--- src/rtl/token_msg_seq_pkg.sv ---
package token_msg_seq_pkg;

    localparam int unsigned CHAR_W      = 8;
    localparam int unsigned DEF_N_CHARS = 13;

    typedef logic [CHAR_W-1:0] char_t;

    // state of the kick-off pulse generator
    typedef struct packed {
        logic armed;
    } kick_state_t;

endpackage

--- src/rtl/kick_pulse_gen.sv ---
module kick_pulse_gen (
    input  logic clk,
    input  logic rst,
    output logic kick
);
    import token_msg_seq_pkg::*;

    logic        always_hi;
    kick_state_t st_d, st_q;

    assign always_hi = 1'b1;

    always_comb begin
        st_d       = st_q;
        st_d.armed = always_hi;
        if (rst) st_d.armed = 1'b0;
        // high only while the delayed copy of the constant is still low
        kick = always_hi & ~st_q.armed & ~rst;
    end

    always_ff @(posedge clk) begin
        st_q <= st_d;
    end

    // one-shot: a kick is never followed by another until reset
    p_kick_once_r6: assert property (@(posedge clk) disable iff (rst)
        kick |=> !kick);

endmodule

--- src/rtl/token_chain.sv ---
module token_chain #(
    parameter int unsigned N_STAGES = 13
) (
    input  logic                clk,
    input  logic                rst,
    input  logic                kick,
    output logic [N_STAGES-1:0] stage_hot,
    output logic                finished
);
    typedef struct packed {
        logic [N_STAGES-1:0] tok;
        logic                fin;
    } chain_state_t;

    chain_state_t st_d, st_q;

    always_comb begin
        st_d = st_q;
        // each stage takes its upstream neighbour's token
        st_d.tok[0] = kick;
        for (int s = 1; s < N_STAGES; s++) begin
            st_d.tok[s] = st_q.tok[s-1];
        end
        // token leaving the last stage terminates the sequence
        if (st_q.tok[N_STAGES-1]) st_d.fin = 1'b1;
        if (rst) begin
            st_d.tok = '0;
            st_d.fin = 1'b0;
        end
    end

    always_ff @(posedge clk) begin
        st_q <= st_d;
    end

    assign stage_hot = st_q.tok;
    assign finished  = st_q.fin;

    p_single_token_r3: assert property (@(posedge clk) disable iff (rst)
        $onehot0(stage_hot));

    p_token_steps_r3: assert property (@(posedge clk) disable iff (rst)
        (stage_hot != '0 && !stage_hot[N_STAGES-1]) |=>
            (stage_hot == ($past(stage_hot) << 1)));

    p_fin_after_last_r5: assert property (@(posedge clk) disable iff (rst)
        stage_hot[N_STAGES-1] |=> finished);

    p_fin_sticky_r5: assert property (@(posedge clk) disable iff (rst)
        finished |=> finished);

endmodule

--- src/rtl/or_column_matrix.sv ---
module or_column_matrix #(
    parameter int unsigned N_COLS = 13,
    parameter int unsigned ROW_W  = 8,
    parameter logic [N_COLS*ROW_W-1:0] CONTENT = '0
) (
    input  logic [N_COLS-1:0] col_sel,
    output logic [ROW_W-1:0]  rows
);
    // column c holds string character c; character 0 sits at the top of CONTENT
    for (genvar r = 0; r < ROW_W; r++) begin : g_row
        always_comb begin
            rows[r] = 1'b0;
            for (int c = 0; c < N_COLS; c++) begin
                if (CONTENT[(N_COLS-1-c)*ROW_W + r]) begin
                    rows[r] = rows[r] | col_sel[c];
                end
            end
        end
    end

endmodule

--- src/rtl/token_msg_seq.sv ---
module token_msg_seq #(
    parameter int unsigned N_CHARS = token_msg_seq_pkg::DEF_N_CHARS,
    parameter logic [N_CHARS*token_msg_seq_pkg::CHAR_W-1:0] MESSAGE = "Hello, World!"
) (
    input  logic       clk,
    input  logic       rst,
    output logic [7:0] msg_byte,
    output logic       msg_valid,
    output logic       msg_done
);
    import token_msg_seq_pkg::*;

    localparam int unsigned W = CHAR_W;

    logic               kick;
    logic [N_CHARS-1:0] hot;
    logic               fin;
    char_t              col_bits;

    kick_pulse_gen u_kick (
        .clk  (clk),
        .rst  (rst),
        .kick (kick)
    );

    token_chain #(.N_STAGES(N_CHARS)) u_chain (
        .clk       (clk),
        .rst       (rst),
        .kick      (kick),
        .stage_hot (hot),
        .finished  (fin)
    );

    or_column_matrix #(
        .N_COLS  (N_CHARS),
        .ROW_W   (W),
        .CONTENT (MESSAGE)
    ) u_matrix (
        .col_sel (hot),
        .rows    (col_bits)
    );

    assign msg_byte  = col_bits;
    assign msg_valid = |hot;
    assign msg_done  = fin;

    p_idle_zero_r4: assert property (@(posedge clk) disable iff (rst)
        !msg_valid |-> (msg_byte == '0));

    p_silent_after_done_r6: assert property (@(posedge clk) disable iff (rst)
        msg_done |-> !msg_valid);

    p_first_byte_r2: assert property (@(posedge clk) disable iff (rst)
        kick |=> (msg_valid && msg_byte == MESSAGE[(N_CHARS-1)*W +: W]));

endmodule

--- config.mk ---
export PLATFORM = sky130hd
export DESIGN_NAME = token_msg_seq
export DESIGN_NICKNAME = d
export VERILOG_FILES = /design/src/rtl/token_msg_seq_pkg.sv /design/src/rtl/kick_pulse_gen.sv /design/src/rtl/token_chain.sv /design/src/rtl/or_column_matrix.sv /design/src/rtl/token_msg_seq.sv
export SDC_FILE = /design/constraint.sdc
export NUM_CORES = 1
export LEC_CHECK = 0
export BUFFER_PORTS_ARGS = -buffer_cell sky130_fd_sc_hd__clkbuf_2
export CAP_MARGIN = 30
export CORE_AREA = 2 2 39 41
export CTS_BUF_LIST = sky130_fd_sc_hd__clkbuf_16
export CTS_CLUSTER_SIZE = 8
export DETAILED_ROUTE_END_ITERATION = 10
export DIE_AREA = 0 0 41 43
export SYNTH_ARGS = -nofsm -noshare
export SYNTH_HDL_FRONTEND = slang
export SYNTH_SLANG_ARGS = --single-unit
--- constraint.sdc ---
create_clock -name clk -period 1.85 [get_ports clk]
set_clock_uncertainty 0.05 [all_clocks]
set_input_delay 0.37 -clock clk [delete_from_list [all_inputs] [get_ports clk]]
set_output_delay 0.37 -clock clk [all_outputs]
set_load 0.05 [all_outputs]
### Word level (Yosys, flattened, before mapping)

Index checks and enable logic that the tools add are counted.

| cells by class | value |
|---|---|
| muxes and demuxes | 1 |
| bitwise operators | 40 |
| reductions and logical operators | 1 |

Operators by type and width:

| operator | count |
|---|---|
| $or A1 B1 Y1 | 37 |
| $reduce_or A13 Y1 | 1 |
| $not A1 Y1 | 2 |
| $and A1 B1 Y1 | 1 |
| $mux W1 | 1 |

| storage, ports and cells | value |
|---|---|
| bits in registers | 15 |
| bits of input ports | 2 |
| output and inout bits | 10 |

### Logic depth before layout (Yosys ltp)

Gate-level depths: netlist (run 1).

| logic depth | value |
|---|---|
| depth in word-level cells | 10 |
| gate-level depth with buffers | 2 |
| mapped depth without buffers | 2 |

### Modules after synthesis

A second synthesis (run 1) with hierarchy kept.

| unflattened totals | value |
|---|---|
| cells, all modules | 54 |
| area total of the unflattened synthesis | 528.0 um^2 |

Modules (own cells, without submodules):

| module | times used | cells an instance | area each (um^2) | sequential area each (um^2) |
|---|---|---|---|---|
| token_chain | 1 | 29 | 384.1 | 280.3 |
| or_column_matrix | 1 | 17 | 88.8 | 0.0 |
| kick_pulse_gen | 1 | 3 | 27.5 | 20.0 |
| token_msg_seq | 1 | 5 | 27.5 | 0.0 |

### Least setup slack after synthesis (run 1)

OpenSTA, ideal clock, no wires.

| timing | value |
|---|---|
| path type | flip-flop to output port |
| start | register u_chain.st_q, in the netlist u_chain.stage_hot[4] |
| end | output port msg_byte[2] |
| data arrival time | 1181 ps |
| data required time | 1430 ps |
| slack | 249 ps |
| cell stages (with the launch flop) | 3 |
| path buffers | 0 |
| cells stage by stage | dfxtp_1 nor3_1 nand4b_1 |

| between the ends | value |
|---|---|
| word-level cells in the longest chain between the ends | 6 |

Ends and longest elaborated chain:

| item | line | text |
|---|---|---|
| from (decl) | token_chain.sv:15 | `chain_state_t st_d, st_q;` |
| from (signal assigned) | token_chain.sv:33 | `st_q <= st_d;` |
| $or A1 B1 Y1 (6 in series) | or_column_matrix.sv:15 | `rows[r] = rows[r] \| col_sel[c];` |
| to (decl) | token_msg_seq.sv:7 | `output logic [7:0] msg_byte,` |

No other way between the ends.

### Worst setup path in the final report (run 1)

| timing | value |
|---|---|
| start | register u_chain.st_q, in the netlist u_chain.stage_hot[4] |
| end | output port msg_byte[1] |

| between the ends | value |
|---|---|
| word-level cells in the longest chain between the ends | 3 |

Ends and longest elaborated chain:

| item | line |
|---|---|
| $or A1 B1 Y1 (3 in series) | or_column_matrix.sv:15 |

No other way between the ends.

==> key figures, run 1 <==
Place
  • GPL Wtd Cong: 0.670
  • Post-detail-place hpwl: 616 um
  • Buffers on Ports: 10

GRT
  • GRT Total Usage: 11.5%
  • GR Overflow Total: 0
  • Global-route wire length before repair: 1.32 mm
  • Initial antenna violation count: 0
  • Vias in the first global route: 329
  • Largest net degree at the start of global routing: 16

Setup path
  • R2R Setup Slk: 1.15 ns
  • Worst setup path start: u_chain.stage_hot[4]$_SDFF_PP0_
  • Worst Setup Start Kind: flop
  • Worst Reg-to-Reg Cells: 1
  • CP arrival: 1.36 ns
  • Critical Path RT: 1.43 ns
  • Nature of the critical path endpoint: primary output
  • CP endpoint: msg_byte[1]
  • RR Startpoint: u_chain.stage_hot[8]$_SDFF_PP0_
  • CP max FO: 5
  • CP Class: reg2out
  • CP Cell Sequence: or4_1 -> clkbuf_2
  • Reg2reg end: u_chain.stage_hot[9]$_SDFF_PP0_
  • Crit-path max cell delay: 0.53 ns
  • Slowest stage cell, crit path: or4_1

Drt
  • Post-DRT Antenna Nets: 0
  • Post-Route M1 WL: 410 um
  • Total Wirelength: 836 um
  • Wire per inst: 10.6 um
  • Drt pass-1 iters: 2
  • Top Metal Used: met3
  • DR WL met3: 41 um
  • Via-to-Cell Ratio: 4.49
  • Vias: 355
  • Met2 routed WL: 384 um
  • DR DRC count: 0
  • Initial DRC Count: 2

CTS
  • CTS Root Cell: clkbuf_16
  • H-tree levels: 1
  • CTS max path bufs: 2
  • Clock Latency Late Sink: 0.24 ns
  • CTS tree: built
  • Sink Count: 15
  • Num CTS Buffers: 3
  • Worst-path clk slew: 0.04 ns

Die
  • IO Pins: 12
  • Initial Utilization: 36.3%
  • Die area: 1760 um2
  • CORE AREA: 1380 um2
  • Die Height: 43 um
  • # rows: 14
  • Die width: 41 um

Synth
  • Mapped Avg Cell Area: 9.86 um2
  • Register area share after synthesis: 59.7%
  • Syn nets: 53
  • Yosys reg bits: 15
  • Post-Syn Area: 503 um2
  • Post-synth cell types: 15
  • Synth Instances: 51
  • Yosys warning total: 0

Power
  • Total power: 0.000809 W
  • Leak pwr: 0.310 nW
  • Pwr per Cell Area: 1250 nW/um2
  • Worst VDD drop: 0.000512 V

Run status
  • Status: finished, final reports clean

STA
  • Finish-stage setup viols: 0
  • Final period util: 96.0%
  • Final Hold Vio Count: 0
  • Slew Limit Fails: 0
  • Setup TNS Final: 0 ns
  • Peak Freq: 563 MHz
  • RSZ-0062 raised after global routing: false
  • Crit path time final: 1.78 ns

Job
  • Max-cap viol count: 0

Layout
  • Layout cells sized above 1: 23.8%
  • Synth-to-layout area growth: 28.9%
  • Diodes inserted: 0
  • Nets: 66

Min path
  • Worst Hold Class: reg2reg
layout by cell type (no fill, tap or decap):
master     Yosys  layout
dfxtp_1       15      15
or2_2          1       1
conb_1         1       1
nand4b_1       1       1
clkbuf_16      0       3
nor3_1         4       4
or4_1          1       1
nor2_1         7       7
inv_1          1       2
nand4_1        2       2
nand3_1        2       2
nand2_1        1       1
nor4_4         0       1
clkbuf_2       1      10
nor2b_1       12      12
per-stage QoR:
stage / worst slack (ns) / instances / hold slack (ns) / area (um2) / util (%)
final: 0.0745 / 79 / 0.323 / 648 / 46.8
after detailed placement: 0.324 / 75 / 0.315 / 561 / 40.5
after global placement: 0.318 / 75 / 0.314 / 561 / 40.5
after CTS: 0.0638 / 79 / 0.322 / 639 / 46.2
after floorplan: 0.249 / 51 / 0.313 / 503 / -
after global routing: 0.0181 / 79 / 0.325 / 648 / 46.8
worst min path at each step:
stage | start | to | slack (ns) | cells after the start
after detailed placement | u_kick.st_q$_DFF_P_ | u_chain.stage_hot[0]$_SDFF_PP0_ | 0.32 | 1
after CTS | u_kick.st_q$_DFF_P_ | u_chain.stage_hot[0]$_SDFF_PP0_ | 0.32 | 1
after global placement | u_kick.st_q$_DFF_P_ | u_chain.stage_hot[0]$_SDFF_PP0_ | 0.31 | 1
after global routing | u_kick.st_q$_DFF_P_ | u_chain.stage_hot[0]$_SDFF_PP0_ | 0.33 | 1
after floorplan | u_kick.st_q$_DFF_P_ | u_chain.stage_hot[0]$_SDFF_PP0_ | 0.31 | 1
final | u_kick.st_q$_DFF_P_ | u_chain.stage_hot[0]$_SDFF_PP0_ | 0.32 | 1
synthesized netlist by cell type (all sizes together):
master,number,area share (%)
clkbuf,1,0.99
dfxtp,15,60
nand4,2,2.5
conb,1,0.75
nand3,2,2.0
nor2b,12,15
nand2,1,0.75
nor2,7,5.2
inv,1,0.75
nor4,1,2.5
nand4b,1,1.7
or2,1,1.2
nor3,4,4.0
buf,1,1.5
or4,1,1.5
area by class of cell:
cell class / instances / area (um2)
clock inverter: 1 / 3.75
multi-input combinational: 33 / 195
fill: 132 / 736
clock buffer: 3 / 75.1
timing repair buffer: 10 / 50.0
sequential: 15 / 300
tap: 16 / 20.0
inverter: 1 / 3.75
repair_timing:
action,CTS,global route
gates resized for setup,0,1
setup endpoints to repair,0,3
buffers inserted,0,0
hold buffers,0,0
power by group:
part / leakage (nW) / internal (W) / switching, W
clock: 0.0423 / 0.000285 / 0.000117
combinational: 0.146 / 0.0000146 / 0.0000605
sequential: 0.122 / 0.000329 / 0.00000267
per-layer routing:
| metal | GRT usage [%] | vias to the layer above |
|---|---|---|
| met5 | 0 | - |
| met4 | 8.00 | 0 |
| met3 | 4.71 | 0 |
| met2 | 15.0 | 7 |
| met1 | 14.8 | 159 |
| li1 | - | 189 |
worst max-delay path, delay by kind of cell (launching register included):
family / cells / cell delay [ns]
simple gates: 1 / 0.53
buf+inv: 1 / 0.25
flops: 1 / 0.33
sequential cells by signal, summed over array words and instances (netlist names):
register and cells:
u_chain.finished 1, u_kick.st_q 1, u_chain.stage_hot 13
cells by family after synthesis:
kind of cell	synth area share (%)
flops	59.7
simple gates	36.3
buf+inv	3.23
other cells	0.746
Note: power is estimated with default switching activity, not from simulation.
==> inputs of run 2 (changes only) <==
Settings changed: ABC_AREA set to 1.
==> key figures, run 2 <==
Run status
  • Status: finished, final reports clean

Place
  • Buffers on Ports: 10 (unchanged)
  • Post-detail-place hpwl: 773 um (+26%)
  • Post-place setup slack: 0.466 ns (+0.142 ns)
  • GPL Wtd Cong: 0.699 (+4.3%)

GRT
  • Global-route wire length before repair: 1.61 mm (+23%)
  • GRT Total Usage: 14.5% (+2.9 points)
  • GR Overflow Total: 0 (unchanged)
  • Vias in the first global route: 418 (+27%)
  • Initial antenna violation count: 0 (unchanged)
  • Largest net degree at the start of global routing: 16 (unchanged)

CTS
  • CTS resizes: 0 (unchanged)
  • CTS tree: built
  • # hold bufs at CTS: 0 (unchanged)
  • Clock Latency Late Sink: 0.24 ns (about the same)
  • CTS Root Cell: clkbuf_16
  • Sink Count: 15 (unchanged)
  • Worst-path clk slew: 0.05 ns (about the same)
  • CTS max path bufs: 2 (unchanged)
  • H-tree levels: 1 (unchanged)
  • Post-CTS setup buffer count: 0 (unchanged)
  • Num CTS Buffers: 3 (unchanged)

Synth
  • Cell taking the most area after synthesis: dfxtp_1
  • Yosys reg bits: 15 (unchanged)
  • Register area share after synthesis: 54.5% (-5.2 points)
  • EDFF count, synth: 0 (unchanged)
  • Top post-synthesis cells by area: dfxtp_1, nor2_1, inv_1
  • Top-count cell post-synth: nor2_1
  • Share of the synthesized area in the top cell type: 54.5% (-5.2 points)
  • Mapped Avg Cell Area: 7.34 um2 (-26%)
  • Synth Instances: 75 (+47%)
  • Post-synth cell types: 9 (-6)
  • Syn nets: 77 (+45%)
  • Yosys warning total: 0 (unchanged)
  • Synth top cells by count: nor2_1, dfxtp_1, inv_1
  • Post-Syn Area: 551 um2 (+9.5%)
  • Primary FF master, synth: dfxtp_1
  • Async SR Flop Fraction: 0% (unchanged)

Die
  • Die width: 41 um (unchanged)
  • # rows: 14 (unchanged)
  • Die area: 1760 um2 (unchanged)
  • Die Height: 43 um (unchanged)
  • CORE AREA: 1380 um2 (unchanged)
  • Initial Utilization: 39.8% (+3.4 points)
  • IO Pins: 12 (unchanged)

Min path
  • Worst Hold Class: reg2reg
  • WHS Path Cells: 1 (unchanged)
  • Worst Hold End: u_chain.stage_hot[0]$_SDFF_PP0_
  • Hold Crit Start: u_kick.st_q$_DFF_P_

Power
  • Leak pwr: 0.372 nW (+20%)
  • Pwr per Cell Area: 1190 nW/um2 (-4.3%)
  • Worst VDD drop: 0.000457 V (-11%)

Layout
  • Layout cells sized above 1: 20.7% (-3.1 points)
  • Most frequent cells in the layout: nor2_1, inv_1, dfxtp_1
  • Max reg flops: 13 (unchanged)
  • Diodes inserted: 0 (unchanged)
  • Synth-to-layout area growth: 24.3%
  • Commonest non-fill, non-tap cell in the layout: nor2_1
  • Nets: 90 (+36%)

STA
  • Peak Freq: 615 MHz (+9.3%)
  • Slew Limit Fails: 0 (unchanged)
  • Final Hold Vio Count: 0 (unchanged)
  • Finish-stage setup viols: 0 (unchanged)
  • Setup TNS Final: 0 ns (unchanged)
  • Final worst-path setup slack: 0.225 ns (+0.150 ns)
  • Final period util: 87.8% (-8.1 points)
  • Crit path time final: 1.63 ns (-0.150 ns)
  • RSZ-0062 raised after global routing: false

Setup path
  • Worst Setup Start Kind: flop
  • CP max FO: 3 (-2)
  • Top delay family on crit path: simple AND/OR/NAND/NOR gates
  • Slowest stage cell, crit path: dfxtp_1
  • Worst Reg-to-Reg Cells: 2 (+1)
  • RR Startpoint: u_chain.stage_hot[8]$_SDFF_PP0_
  • CP arrival: 1.21 ns (-0.15 ns)
  • Reg2reg end: u_chain.stage_hot[9]$_SDFF_PP0_
  • Critical Path RT: 1.43 ns (about the same)
  • R2R Setup Slk: 1.20 ns (+0.05 ns)
  • CP Class: reg2out
  • CP Cell Sequence: nor2_2 -> nand2_1 -> nor2_2 -> nand2_1 -> clkbuf_2
  • CP bufs+invs: 1 (unchanged)
  • Crit-path max cell delay: 0.32 ns (-0.21 ns)
  • Nature of the critical path endpoint: primary output

Drt
  • Post-DRT Antenna Nets: 0 (unchanged)
  • Vias: 449 (+26%)
  • Initial DRC Count: 5 (+3)
  • Via-to-Cell Ratio: 4.36 (-3.0%)
  • DR DRC count: 0 (unchanged)
  • Drt pass-1 iters: 4 (+2)
  • Wire per inst: 9.94 um (-6.1%)
  • Total Wirelength: 1.02 mm (+22%)

Job
  • Max-cap viol count: 0 (unchanged)
-- run 2: cell count changes after synthesis, moves of 2 or more --
cell	delta
nand4_1	-2
nor3_1	-3
nor2b_1	-12
inv_1	+14
nor2_1	+15
nand2_1	+10
nor2_2	+5
-- run 2: routing by layer --
metal	track usage [%]	part of all wire, %	vias up
li1	-	-	236
met4	12.0	3.0	0
met1	13.9	42	199
met3	4.71	3.6	5
met2	23.1	52	9
met5	0	0	-
-- run 2: cells by family after synthesis --
group	synth area share (%)
simple gates	31.8
buf+inv	13.0
flops	54.5
other cells	0.681
-- run 2: worst max-delay path by stage --
stage | slack, ns | cells past startpoint | start | end
floorplan | 0.53 | 4 | u_chain.stage_hot[4]$_SDFF_PP0_ | msg_byte[6]
global placement | 0.48 | 5 | u_chain.stage_hot[4]$_SDFF_PP0_ | msg_byte[6]
detailed placement | 0.47 | 5 | u_chain.stage_hot[4]$_SDFF_PP0_ | msg_byte[6]
CTS | 0.21 | 5 | u_chain.stage_hot[4]$_SDFF_PP0_ | msg_byte[6]
global route | 0.14 | 5 | u_chain.stage_hot[4]$_SDFF_PP0_ | msg_byte[6]
finish | 0.22 | 5 | u_chain.stage_hot[4]$_SDFF_PP0_ | msg_byte[6]
-- run 2: cell type report --
class                      count  area, um2
clock inverter                 1       3.75
sequential                    15        300
multi-input combinational     43        179
clock buffer                   3       75.1
inverter                      15       56.3
tap                           16       20.0
fill                         140        699
timing repair buffer          10       50.0
-- run 2: power by group --
group / switching (W) / internal [W] / total, W
sequential: 0.00000242 / 0.000329 / 0.000331
combinational: 0.0000659 / 0.0000150 / 0.0000809
clock: 0.000120 / 0.000285 / 0.000405
total: 0.000188 / 0.000629 / 0.000817
-- run 2: worst reg2reg max path: stages (launching register included) --
cell,delay [ns]
dfxtp_1,0.37
inv_1,0.08
nor2_1,0.09
-- run 2: metrics by stage --
stage / hold WS (ns) / util, % / instances / total power (W) / area, um2
2_1_floorplan: 0.313 / - / 75 / 0.000404 / 551
4_1_cts: 0.322 / 49.5 / 103 / 0.000824 / 684
3_3_place_gp: 0.314 / 43.8 / 99 / 0.000419 / 606
5_1_grt: 0.336 / 49.5 / 103 / 0.000844 / 684
6_report: 0.322 / 49.5 / 103 / 0.000817 / 684
3_5_place_dp: 0.316 / 43.8 / 99 / 0.000419 / 606
